`config.mk`:
```
export PLATFORM = sky130hd
export DESIGN_NAME = cvt_bus_if
export DESIGN_NICKNAME = d
export VERILOG_FILES = /design/src/rtl/cvt_pkg.sv /design/src/rtl/cvt_sync.sv /design/src/rtl/cvt_timer.sv /design/src/rtl/cvt_result.sv /design/src/rtl/cvt_bus_if.sv
export SDC_FILE = /design/constraint.sdc
export NUM_CORES = 1
export LEC_CHECK = 0
export BUFFER_PORTS_ARGS = -buffer_cell sky130_fd_sc_hd__buf_4
export CORE_ASPECT_RATIO = 2
export CORE_MARGIN = 2
export CORE_UTILIZATION = 35
export DETAILED_ROUTE_END_ITERATION = 6
export PLACE_DENSITY_LB_ADDON = 0.3
export SLEW_MARGIN = 20
export SYNTH_ARGS = -nofsm -noshare
export SYNTH_HDL_FRONTEND = slang
export SYNTH_SLANG_ARGS = --single-unit
```
`constraint.sdc`:
```
create_clock -name clk -period 3 [get_ports clk]
set_input_delay 0.15 -clock clk [delete_from_list [all_inputs] [get_ports clk]]
set_output_delay 0.15 -clock clk [all_outputs]
set_load 0.1 [all_outputs]
```
`src/rtl/cvt_pkg.sv`:
```
package cvt_pkg;

    typedef enum logic [1:0] {
        S_IDLE    = 2'd0,
        S_WR_HELD = 2'd1,
        S_WR_WAIT = 2'd2,
        S_RD_CONV = 2'd3
    } cvt_state_e;

    // bit positions inside the synchronised strobe vector
    localparam int unsigned STB_CS = 0;
    localparam int unsigned STB_WR = 1;
    localparam int unsigned STB_RD = 2;
    localparam int unsigned STB_W  = 3;

endpackage

```
`src/rtl/cvt_sync.sv`:
```
module cvt_sync #(
    parameter int unsigned   W       = 1,
    parameter int unsigned   STAGES  = 2,
    parameter logic [W-1:0]  RST_VAL = '0
) (
    input  logic         clk,
    input  logic         rst_n,
    input  logic [W-1:0] async_in,
    output logic [W-1:0] sync_out
);

    logic [STAGES-1:0][W-1:0] pipe;

    genvar g;
    generate
        for (g = 0; g < STAGES; g++) begin : g_stage
            always_ff @(posedge clk or negedge rst_n) begin
                if (!rst_n) begin
                    pipe[g] <= RST_VAL;
                end else if (g == 0) begin
                    pipe[g] <= async_in;
                end else begin
                    pipe[g] <= pipe[(g == 0) ? 0 : g-1];
                end
            end
        end
    endgenerate

    assign sync_out = pipe[STAGES-1];

endmodule

```
`src/rtl/cvt_timer.sv`:
```
module cvt_timer #(
    parameter int unsigned CYCLES = 40
) (
    input  logic clk,
    input  logic rst_n,
    input  logic run,
    output logic expired
);

    localparam int unsigned CW = (CYCLES < 2) ? 1 : $clog2(CYCLES);

    logic [CW-1:0] cnt;

    assign expired = run && (cnt == CW'(CYCLES - 1));

    always_ff @(posedge clk or negedge rst_n) begin
        if (!rst_n) begin
            cnt <= '0;
        end else if (!run) begin
            cnt <= '0;
        end else if (!expired) begin
            cnt <= cnt + 1'b1;
        end
    end

    // the count never passes the expiry value
    a_r3_count_in_range: assert property (@(posedge clk) disable iff (!rst_n)
        cnt <= CW'(CYCLES - 1));

endmodule

```
`src/rtl/cvt_result.sv`:
```
module cvt_result #(
    parameter int unsigned DATA_W = 8
) (
    input  logic              clk,
    input  logic              rst_n,
    input  logic              cap_en,
    input  logic [DATA_W-1:0] data_in,
    input  logic              over_in,
    output logic [DATA_W-1:0] data_q,
    output logic              ofl_n
);

    logic over_q;

    always_ff @(posedge clk or negedge rst_n) begin
        if (!rst_n) begin
            data_q <= '0;
            over_q <= 1'b0;
        end else if (cap_en) begin
            data_q <= data_in;
            over_q <= over_in;
        end
    end

    assign ofl_n = ~over_q;

    // overflow output only moves on a capture
    a_r9_ofl_stable: assert property (@(posedge clk) disable iff (!rst_n)
        !cap_en |=> $stable(ofl_n));

endmodule

```
`src/rtl/cvt_bus_if.sv`:
```
module cvt_bus_if
    import cvt_pkg::*;
#(
    parameter int unsigned DATA_W      = 8,
    parameter int unsigned TIMEOUT_CYC = 40,
    parameter int unsigned SYNC_STAGES = 2
) (
    input  logic              clk,
    input  logic              rst_n,
    input  logic              mode_wr_rd,
    input  logic              cs_n,
    input  logic              wr_n,
    input  logic              rd_n,
    input  logic              core_done,
    input  logic [DATA_W-1:0] core_data,
    input  logic              core_over,
    output logic              core_start,
    output logic [DATA_W-1:0] db_out,
    output logic              db_oe,
    output logic              int_n,
    output logic              rdy_oe,
    output logic              rdy_val,
    output logic              ofl_n
);

    logic [STB_W-1:0] stb_lvl, stb_dly;
    logic             mode_hi;
    logic             cs_act, rd_act;
    logic             cs_rise, cs_fall, wr_rise, wr_fall, rd_rise, rd_fall;
    logic             tmo, timer_run, cap_en;
    cvt_state_e       state, state_d;

    // strobe synchronisers (inactive high at reset) and mode synchroniser
    cvt_sync #(.W(STB_W), .STAGES(SYNC_STAGES), .RST_VAL({STB_W{1'b1}})) u_sync_stb (
        .clk(clk), .rst_n(rst_n),
        .async_in({rd_n, wr_n, cs_n}),
        .sync_out(stb_lvl)
    );

    cvt_sync #(.W(1), .STAGES(SYNC_STAGES), .RST_VAL(1'b0)) u_sync_mode (
        .clk(clk), .rst_n(rst_n),
        .async_in(mode_wr_rd),
        .sync_out(mode_hi)
    );

    always_ff @(posedge clk or negedge rst_n) begin
        if (!rst_n) stb_dly <= {STB_W{1'b1}};
        else        stb_dly <= stb_lvl;
    end

    assign cs_act  = ~stb_lvl[STB_CS];
    assign rd_act  = ~stb_lvl[STB_RD];
    assign cs_rise =  stb_lvl[STB_CS] & ~stb_dly[STB_CS];
    assign cs_fall = ~stb_lvl[STB_CS] &  stb_dly[STB_CS];
    assign wr_rise =  stb_lvl[STB_WR] & ~stb_dly[STB_WR];
    assign wr_fall = ~stb_lvl[STB_WR] &  stb_dly[STB_WR];
    assign rd_rise =  stb_lvl[STB_RD] & ~stb_dly[STB_RD];
    assign rd_fall = ~stb_lvl[STB_RD] &  stb_dly[STB_RD];

    assign timer_run = (state == S_WR_WAIT);

    cvt_timer #(.CYCLES(TIMEOUT_CYC)) u_timer (
        .clk(clk), .rst_n(rst_n), .run(timer_run), .expired(tmo)
    );

    cvt_result #(.DATA_W(DATA_W)) u_result (
        .clk(clk), .rst_n(rst_n), .cap_en(cap_en),
        .data_in(core_data), .over_in(core_over),
        .data_q(db_out), .ofl_n(ofl_n)
    );

    // next-state and strobe decode
    always_comb begin
        state_d    = state;
        cap_en     = 1'b0;
        core_start = 1'b0;
        unique case (state)
            S_IDLE: begin
                if (cs_act && mode_hi && wr_fall) begin
                    core_start = 1'b1;
                    state_d    = S_WR_HELD;
                end else if (cs_act && !mode_hi && rd_fall) begin
                    core_start = 1'b1;
                    state_d    = S_RD_CONV;
                end
            end
            S_WR_HELD: begin
                if (wr_rise) state_d = S_WR_WAIT;
            end
            S_WR_WAIT: begin
                if ((cs_act && rd_fall) || tmo) begin
                    cap_en  = 1'b1;
                    state_d = S_IDLE;
                end
            end
            S_RD_CONV: begin
                if (core_done) begin
                    cap_en  = 1'b1;
                    state_d = S_IDLE;
                end
            end
        endcase
    end

    // state register
    always_ff @(posedge clk or negedge rst_n) begin
        if (!rst_n) state <= S_IDLE;
        else        state <= state_d;
    end

    // registered outputs
    always_ff @(posedge clk or negedge rst_n) begin
        if (!rst_n) begin
            int_n  <= 1'b1;
            rdy_oe <= 1'b0;
            db_oe  <= 1'b0;
        end else begin
            if (cap_en)                  int_n <= 1'b0;
            else if (rd_rise || cs_rise) int_n <= 1'b1;

            if (cap_en)                  rdy_oe <= 1'b0;
            else if (cs_fall && !mode_hi) rdy_oe <= 1'b1;

            db_oe <= cs_act && rd_act &&
                     (state_d != S_RD_CONV) && (state_d != S_WR_WAIT);
        end
    end

    assign rdy_val = 1'b0;

    // a start needs chip-select asserted
    a_r1_start_needs_cs: assert property (@(posedge clk) disable iff (!rst_n)
        core_start |-> cs_act);
    // start request is a single-cycle pulse
    a_r2_start_single: assert property (@(posedge clk) disable iff (!rst_n)
        core_start |=> !core_start);
    // every capture drops the interrupt
    a_r4_int_after_cap: assert property (@(posedge clk) disable iff (!rst_n)
        cap_en |=> !int_n);
    // bus stays off while a read-mode conversion is pending
    a_r5_no_bus_in_conv: assert property (@(posedge clk) disable iff (!rst_n)
        (state == S_RD_CONV) |-> !db_oe);
    // ready released once the result is captured
    a_r6_rdy_release: assert property (@(posedge clk) disable iff (!rst_n)
        cap_en |=> !rdy_oe);
    // rise of read or chip-select clears the interrupt
    a_r7_int_clear: assert property (@(posedge clk) disable iff (!rst_n)
        ((rd_rise || cs_rise) && !cap_en) |=> int_n);
    // ready pad value is never driven high
    a_r6_rdy_low: assert property (@(posedge clk) disable iff (!rst_n)
        rdy_val == 1'b0);

endmodule

```
==> impl_metrics.toml, run 1 <==
[clock_tree]
cts-resized-gates = 0
tritoncts = "yes"
holdBufCountCts = 5
clkTransAtPathRegs_ns = 0.07
cts_made_buffers = 5
insertion_delay_ns = 0.28
cts_setup_buffers = 0
cts_buffer_depth = 2
clock_sinks = 31
cts-root-buf = "clkbuf_8"
htree_num_levels = 2

[layout]
num_antenna_cells = 0
postLayoutCoreUtil = 0.465
drive_gt1_frac = 0.293
instances_no_fill = 215
final_common_cell = "buf_4"
syn_to_final_growth_pct = 27.3
nFillCells = 393
final_cell_mix = "buf_4 (29), dfrtp_1 (21), nand3_1 (13)"
nNetsFinal = 180

[logic_synthesis]
yosysSeqAreaShare = 0.556
yosys.area.top_type = "dfrtp_1"
syn-cell-area_um2 = 1420
synth_fp_nets = 151
synthDistinctLibCells = 35
yosys-top-cells-area = "dfrtp_1 (37%), dfstp_2 (19%), o2111ai_1 (6.2%), o211ai_1 (4.8%), nand3_1 (4.6%)"
ys_warn_count = 0
synth_seq_cells = 31
synthCells = 134
async_reset_ff_frac = 1.00
syn_avg_cell_area_um2 = 10.6
synth_edf_count = 0
synth_top_area_frac = 0.370
synth_ff_type = "dfrtp_1"

[power]
ir_worst_vdd_uv = 672
p_leak_nw = 0.731
power_density_nw_per_um2 = 1100

[drt]
dr.pass1.iters = 4
drc_errors = 0
num_vias = 1156
wl_per_cell_um = 15.2
antenna_left = 0
drt-initial-drc-count = 23
via_per_inst = 5.38
routed_wl_um = 3260

[die]
rows = 32
start_util = 0.365
die_x_um = 49.0
num_io_pins = 30
die-area_um2 = 4610
die_height_um = 94.0
core_um2 = 3880

[worst_setup_path]
cp.arrival_ns = 1.68
start_kind = "flop"
end_kind = "output port"
cp_max_fo = 6
crit_type = "reg2out"
required_ns = 2.85

[global_routing]
gr-usage-met3 = 0.0334
grt_usage = 0.153
grt_pass1_wl_um = 5400
grt_pass1_vias = 1154
grtUsageMet2 = 0.267
grt_util_met1 = 0.169
grt-ovfl-total = 0
grt_max_degree = 32
antenna_found_initial = 0
top_usage_layer = "met2"

[timing]
fmax_ghz = 0.547
finalCritPeriodShare = 0.609
final_max_slew_viol_count = 0
rsz0062_at_grt = "no"
worst_slew_pin_slew_ns = 0.625
fin_crit_ns = 1.83
final_hold_viol_count = 0
setup_viol_count_final = 0
setup_slack_ns = 1.17
fin_tns_setup_ns = 0
skew_ns = 0.00449
timing.slew.headroom = 0.583

[place]
gp_congestion = 0.783
hpwlAfterDp_um = 2290
numPortBuffers = 28
dp_slack_ns = 1.38
place_inst = 202

[outcome]
outcome = "complete, no violations"

[run]
cap_violations = 0

[worst_hold_path]
min_path_type = "in2reg"
[through the flow]
step	power [mW]	hold WS (ns)	area, µm²
finish	1.98	0.160	1810
global route	2.08	0.167	1810
CTS	2.00	0.157	1810
detailed placement	1.56	0.109	1640
global placement	1.54	0.101	1640
floorplan	1.35	-0.146	1420
[routing by layer]
metal	wire length, µm	vias to the layer above
met2	1770	25
met4	80	0
li1	-	557
met1	1290	566
met3	118	8
met5	0	-
[cell type report]
cell class,count,area [µm²],area share
tap,51,63.8,0.0353
timing repair buffer,34,268,0.148
clock buffer,6,82.6,0.0457
clock inverter,2,35.0,0.0194
sequential,31,788,0.436
multi-input combinational,86,551,0.305
inverter,5,18.8,0.0104
[critical path, cell delays in order, from the launching register on]
cell and delay [ns]:
dfstp_2 0.57, nor3b_1 0.17, o21ai_0 0.13, nor3_1 0.19, buf_4 0.33
[cell usage after synthesis (2+ instances only)]
cell	n
dfrtp_1	21
nand3_1	13
o21ai_0	12
dfstp_2	10
o2111ai_1	10
o211ai_1	9
clkbuf_1	6
inv_1	5
nand2_1	5
nor2_1	5
nor3_1	5
buf_2	4
a21oi_1	3
nor3b_1	3
o22a_1	2
xor2_1	2
[final timing paths]
check | to | from | slack [ns] | depth (start not counted)
max reg2reg | u_result.over_q | u_timer.cnt[0] | 1.36 | 5
min | u_result.data_q[3] | core_data[3] | 0.16 | 3
min reg2reg | u_sync_stb.sync_out[0] | u_sync_stb.pipe[0] | 0.36 | 0
max | core_start | stb_dly[2] | 1.17 | 4
min in group asynchronous | rdy_oe | rst_n | 0.34 | 2
max in group asynchronous | u_sync_stb.pipe[1] | rst_n | 2.34 | 2
[state kept, by name, summed over array words and instances, names as in the netlist, 2 cells and up]
register / cells
u_sync_stb.pipe: 3
u_result.data_q: 8
u_sync_stb.sync_out: 3
stb_dly: 3
state: 2
u_timer.cnt: 6
[cell families (layout without fill, tap and decap cells)]
logic type / Yosys count / after routing / synth area share
flip-flops: 31 / 31 / 0.556
XOR/XNOR: 2 / 2 / 0.0123
AO/OA/AOI/OAI: 42 / 42 / 0.209
buffers and inverters: 17 / 47 / 0.0564
AND/OR/NAND/NOR: 40 / 40 / 0.155
other: 1 / 1 / 0.00264
adder cells (fa/ha/maj): 1 / 1 / 0.00882
[where the power goes]
group          switching (mW)  total [mW]  internal (mW)
clock                   0.155       0.424          0.268
sequential             0.0975       0.618          0.520
combinational           0.710       0.939          0.229
total                   0.963        1.98           1.02
No activity file was read; power rests on OpenSTA's default activity.
==> run 2: changes to the inputs <==
--- a/config.mk
+++ b/config.mk
@@ -5,6 +5,7 @@
 export SDC_FILE = /design/constraint.sdc
 export NUM_CORES = 1
 export LEC_CHECK = 0
+export ABC_AREA = 1
 export BUFFER_PORTS_ARGS = -buffer_cell sky130_fd_sc_hd__buf_4
 export CORE_ASPECT_RATIO = 2
 export CORE_MARGIN = 2
==> constraint.sdc (replaced) <==
create_clock -name clk -period 1.7 [get_ports clk]
set_input_delay 0.085 -clock clk [delete_from_list [all_inputs] [get_ports clk]]
set_output_delay 0.085 -clock clk [all_outputs]
set_load 0.1 [all_outputs]
==> run 2 against run 1 <==
First-iteration DRC count up 8.7%; sequential share of layout area up 2.4 points; synthesized cell count down 6.0%; area after synthesis down 12%; sequential power up 72%; clock power up 75%; die area down 11%; combinational power up 73%; worst setup slack worse by 1.0 ns; clock skew up 0.0051 ns; largest cell class unchanged.
==> impl_metrics.toml, run 2 <==
[layout]
reg_top3 = "u_result.data_q: 8 flops, u_timer.cnt: 6 flops"
fin_area_um2 = 1710
final_cell_mix = "nand2_1 (29), buf_4 (29), dfrtp_1 (21)"
regMostFlops = "u_result.data_q"
nNetsFinal = 183
drive_gt1_frac = 0.329
num_antenna_cells = 0
syn_to_final_growth_pct = 36.8
largest_register_ffs = 8
postLayoutCoreUtil = 0.501
instances_no_fill = 215

[drt]
wl_per_cell_um = 12.5
via_per_inst = 4.66
dr.pass1.iters = 4
antenna_left = 0
routed_wl_um = 2680
drc_errors = 0
num_vias = 1002
drt-initial-drc-count = 25

[logic_synthesis]
yosys-top-cells-area = "dfrtp_1 (42%), dfstp_2 (21%), nand2_1 (8.7%), nor2_1 (5.1%), nand4_1 (5.0%)"
synth_compound_area_frac = 0.0400
synthCells = 126
synth_edf_count = 0
synth_top_family_by_area = "simple AND/OR/NAND/NOR gates"
yosys.area.top_type = "dfrtp_1"
synth_fp_nets = 143
synth_adder_area_share = 0.0100
synth_ff_type = "dfrtp_1"
synthXorXnorAreaFrac = 0.0140
synth_top_area_frac = 0.420
ys_warn_count = 0
synthMuxAreaShare = 0
synthDistinctLibCells = 22
synth.most_common_cell = "nand2_1"
async_reset_ff_frac = 1.00
synthSimpleGateAreaFrac = 0.251
syn-cell-area_um2 = 1250
syn_avg_cell_area_um2 = 9.93
yosysSeqAreaShare = 0.630
synth_common_cells = "nand2_1 (29), dfrtp_1 (21), nor2_1 (17)"
synth_seq_cells = 31

[power]
power_density_nw_per_um2 = 2000
ir_worst_vdd_uv = 1370
p_leak_nw = 0.825

[worst_setup_path]
ff2ff_setup_slack_ns = 0.14
r2r_start = "u_timer.cnt[0]"
r2r_end = "u_result.data_q[5]"
required_ns = 1.86
start_kind = "flop"
end_kind = "flop"
critPathMaxStageDelay_ns = 0.39
cp_max_fo = 6
cp.arrival_ns = 1.72
crit_type = "reg2reg"
path_common_cell = "nand2_1"
crit_slowest_cell = "dfrtp_1"
reg2reg_depth = 7
crit_chain = "ha_1 > nand2_1 > nor2_1 > nand3_1 > buf_4 > nand4_1 > nand2_1"

[timing]
finalCritPeriodShare = 0.915
final_hold_viol_count = 0
fin_crit_ns = 1.56
hold-worst-slack_ns = 0.00516
fmax_ghz = 0.643
setup_viol_count_final = 0
skew_ns = 0.00961
final_max_slew_viol_count = 0

[die]
start_util = 0.366
rows = 30
num_io_pins = 30
core_um2 = 3420
die_x_um = 46.3
die-area_um2 = 4100
die_height_um = 88.6

[clock_tree]
clkTransAtPathRegs_ns = 0.07
cts_made_buffers = 5
insertion_delay_ns = 0.28
htree_num_levels = 2
tritoncts = "yes"
cts-root-buf = "clkbuf_8"
clock_sinks = 31
cts_buffer_depth = 2

[global_routing]
antenna_found_initial = 0
grt-ovfl-total = 0
top_usage_layer = "met2"
grtUsageMet2 = 0.259
grt_pass1_wl_um = 4480
grt_max_degree = 32
grt_util_met1 = 0.168
grt_usage = 0.153
gr-usage-met3 = 0.0408
grt_pass1_vias = 1048

[worst_hold_path]
hp-start = "core_over"
min_path_type = "in2reg"
hold_end = "u_result.over_q"
hold_depth = 3

[place]
numPortBuffers = 28
gp_congestion = 0.746
place_inst = 201
dpl-instance-area_um2 = 1520
hpwlAfterDp_um = 1960

[run]
cap_violations = 0

[outcome]
outcome = "complete, no violations"
[run 2: cell count changes after synthesis, moves of 8 or more]
cell       previous run  this run
nand2_1               5        29
o211ai_1              9         1
nor2_1                5        17
o2111ai_1            10         0
o21ai_0              12         3
nand4_1               0        10
[run 2: how the worst max path moves through the flow]
| stage | from | endpoint | slack, ns | cells after the start |
|---|---|---|---|---|
| 3_5_place_dp | u_timer.cnt[0] | u_result.data_q[0] | 0.15 | 7 |
| 2_1_floorplan | stb_dly[1] | core_start | 0.15 | 2 |
| 6_report | u_timer.cnt[0] | u_result.data_q[5] | 0.14 | 7 |
| 4_1_cts | u_sync_stb.sync_out[2] | core_start | 0.04 | 4 |
| 3_3_place_gp | u_timer.cnt[0] | u_result.data_q[0] | 0.28 | 7 |
| 5_1_grt | u_timer.cnt[0] | u_timer.cnt[0] | -0.002 | 8 |
[run 2: what timing repair did]
item | 4_1_cts | 5_1_grt
hold buffers | 6 | 0
hold endpoints to repair | 26 | 0
setup endpoints to repair | 0 | 7
setup buffers | 0 | 0
gates resized for setup | 0 | 3
[run 2: report_power, final]
part	leakage [nW]	internal [mW]	switching, mW	total [mW]
registers	0.372	0.932	0.127	1.06
clock network	0.0612	0.474	0.269	0.743
logic	0.392	0.341	1.27	1.62
total	0.825	1.75	1.67	3.42
[run 2: per-stage QoR]
step	power (mW)	setup TNS, ns	worst slack [ns]
6_report	3.42	0	0.144
5_1_grt	3.56	-0.00199	-0.00199
4_1_cts	3.44	0	0.0418
3_5_place_dp	2.68	0	0.153
3_3_place_gp	2.64	0	0.276
2_1_floorplan	2.31	0	0.152
[run 2: final cells by class]
| type | instances | area, µm² |
|---|---|---|
| clock buffer | 6 | 82.6 |
| clock inverter | 2 | 35.0 |
| fill | 332 | 1700 |
| inverter | 12 | 45.0 |
| multi-input combinational | 80 | 412 |
| sequential | 31 | 788 |
| tap | 48 | 60.1 |
| timing repair buffer | 36 | 289 |
[run 2: logic make-up (layout without fill, tap and decap cells)]
group | count (synthesis) | in the layout
compound gates | 9 | 9
xor+xnor | 2 | 2
fa+ha+maj | 1 | 1
buf+inv | 15 | 56
flops | 31 | 31
other cells | 1 | 1
simple gates | 67 | 67
[run 2: routing by layer]
metal	routed length [µm]	part of all wire	vias to the layer above
li1	-	-	486
met1	975	0.36	488
met2	1550	0.58	23
met3	94	0.035	5
met4	63	0.023	0
met5	0	0	-
[run 2: critical path, delay by kind of cell, from the launching register on]
kind | cells | cell delay [ns]
fa+ha+maj | 1 | 0.20
buf+inv | 1 | 0.25
flops | 1 | 0.39
simple gates | 5 | 0.60
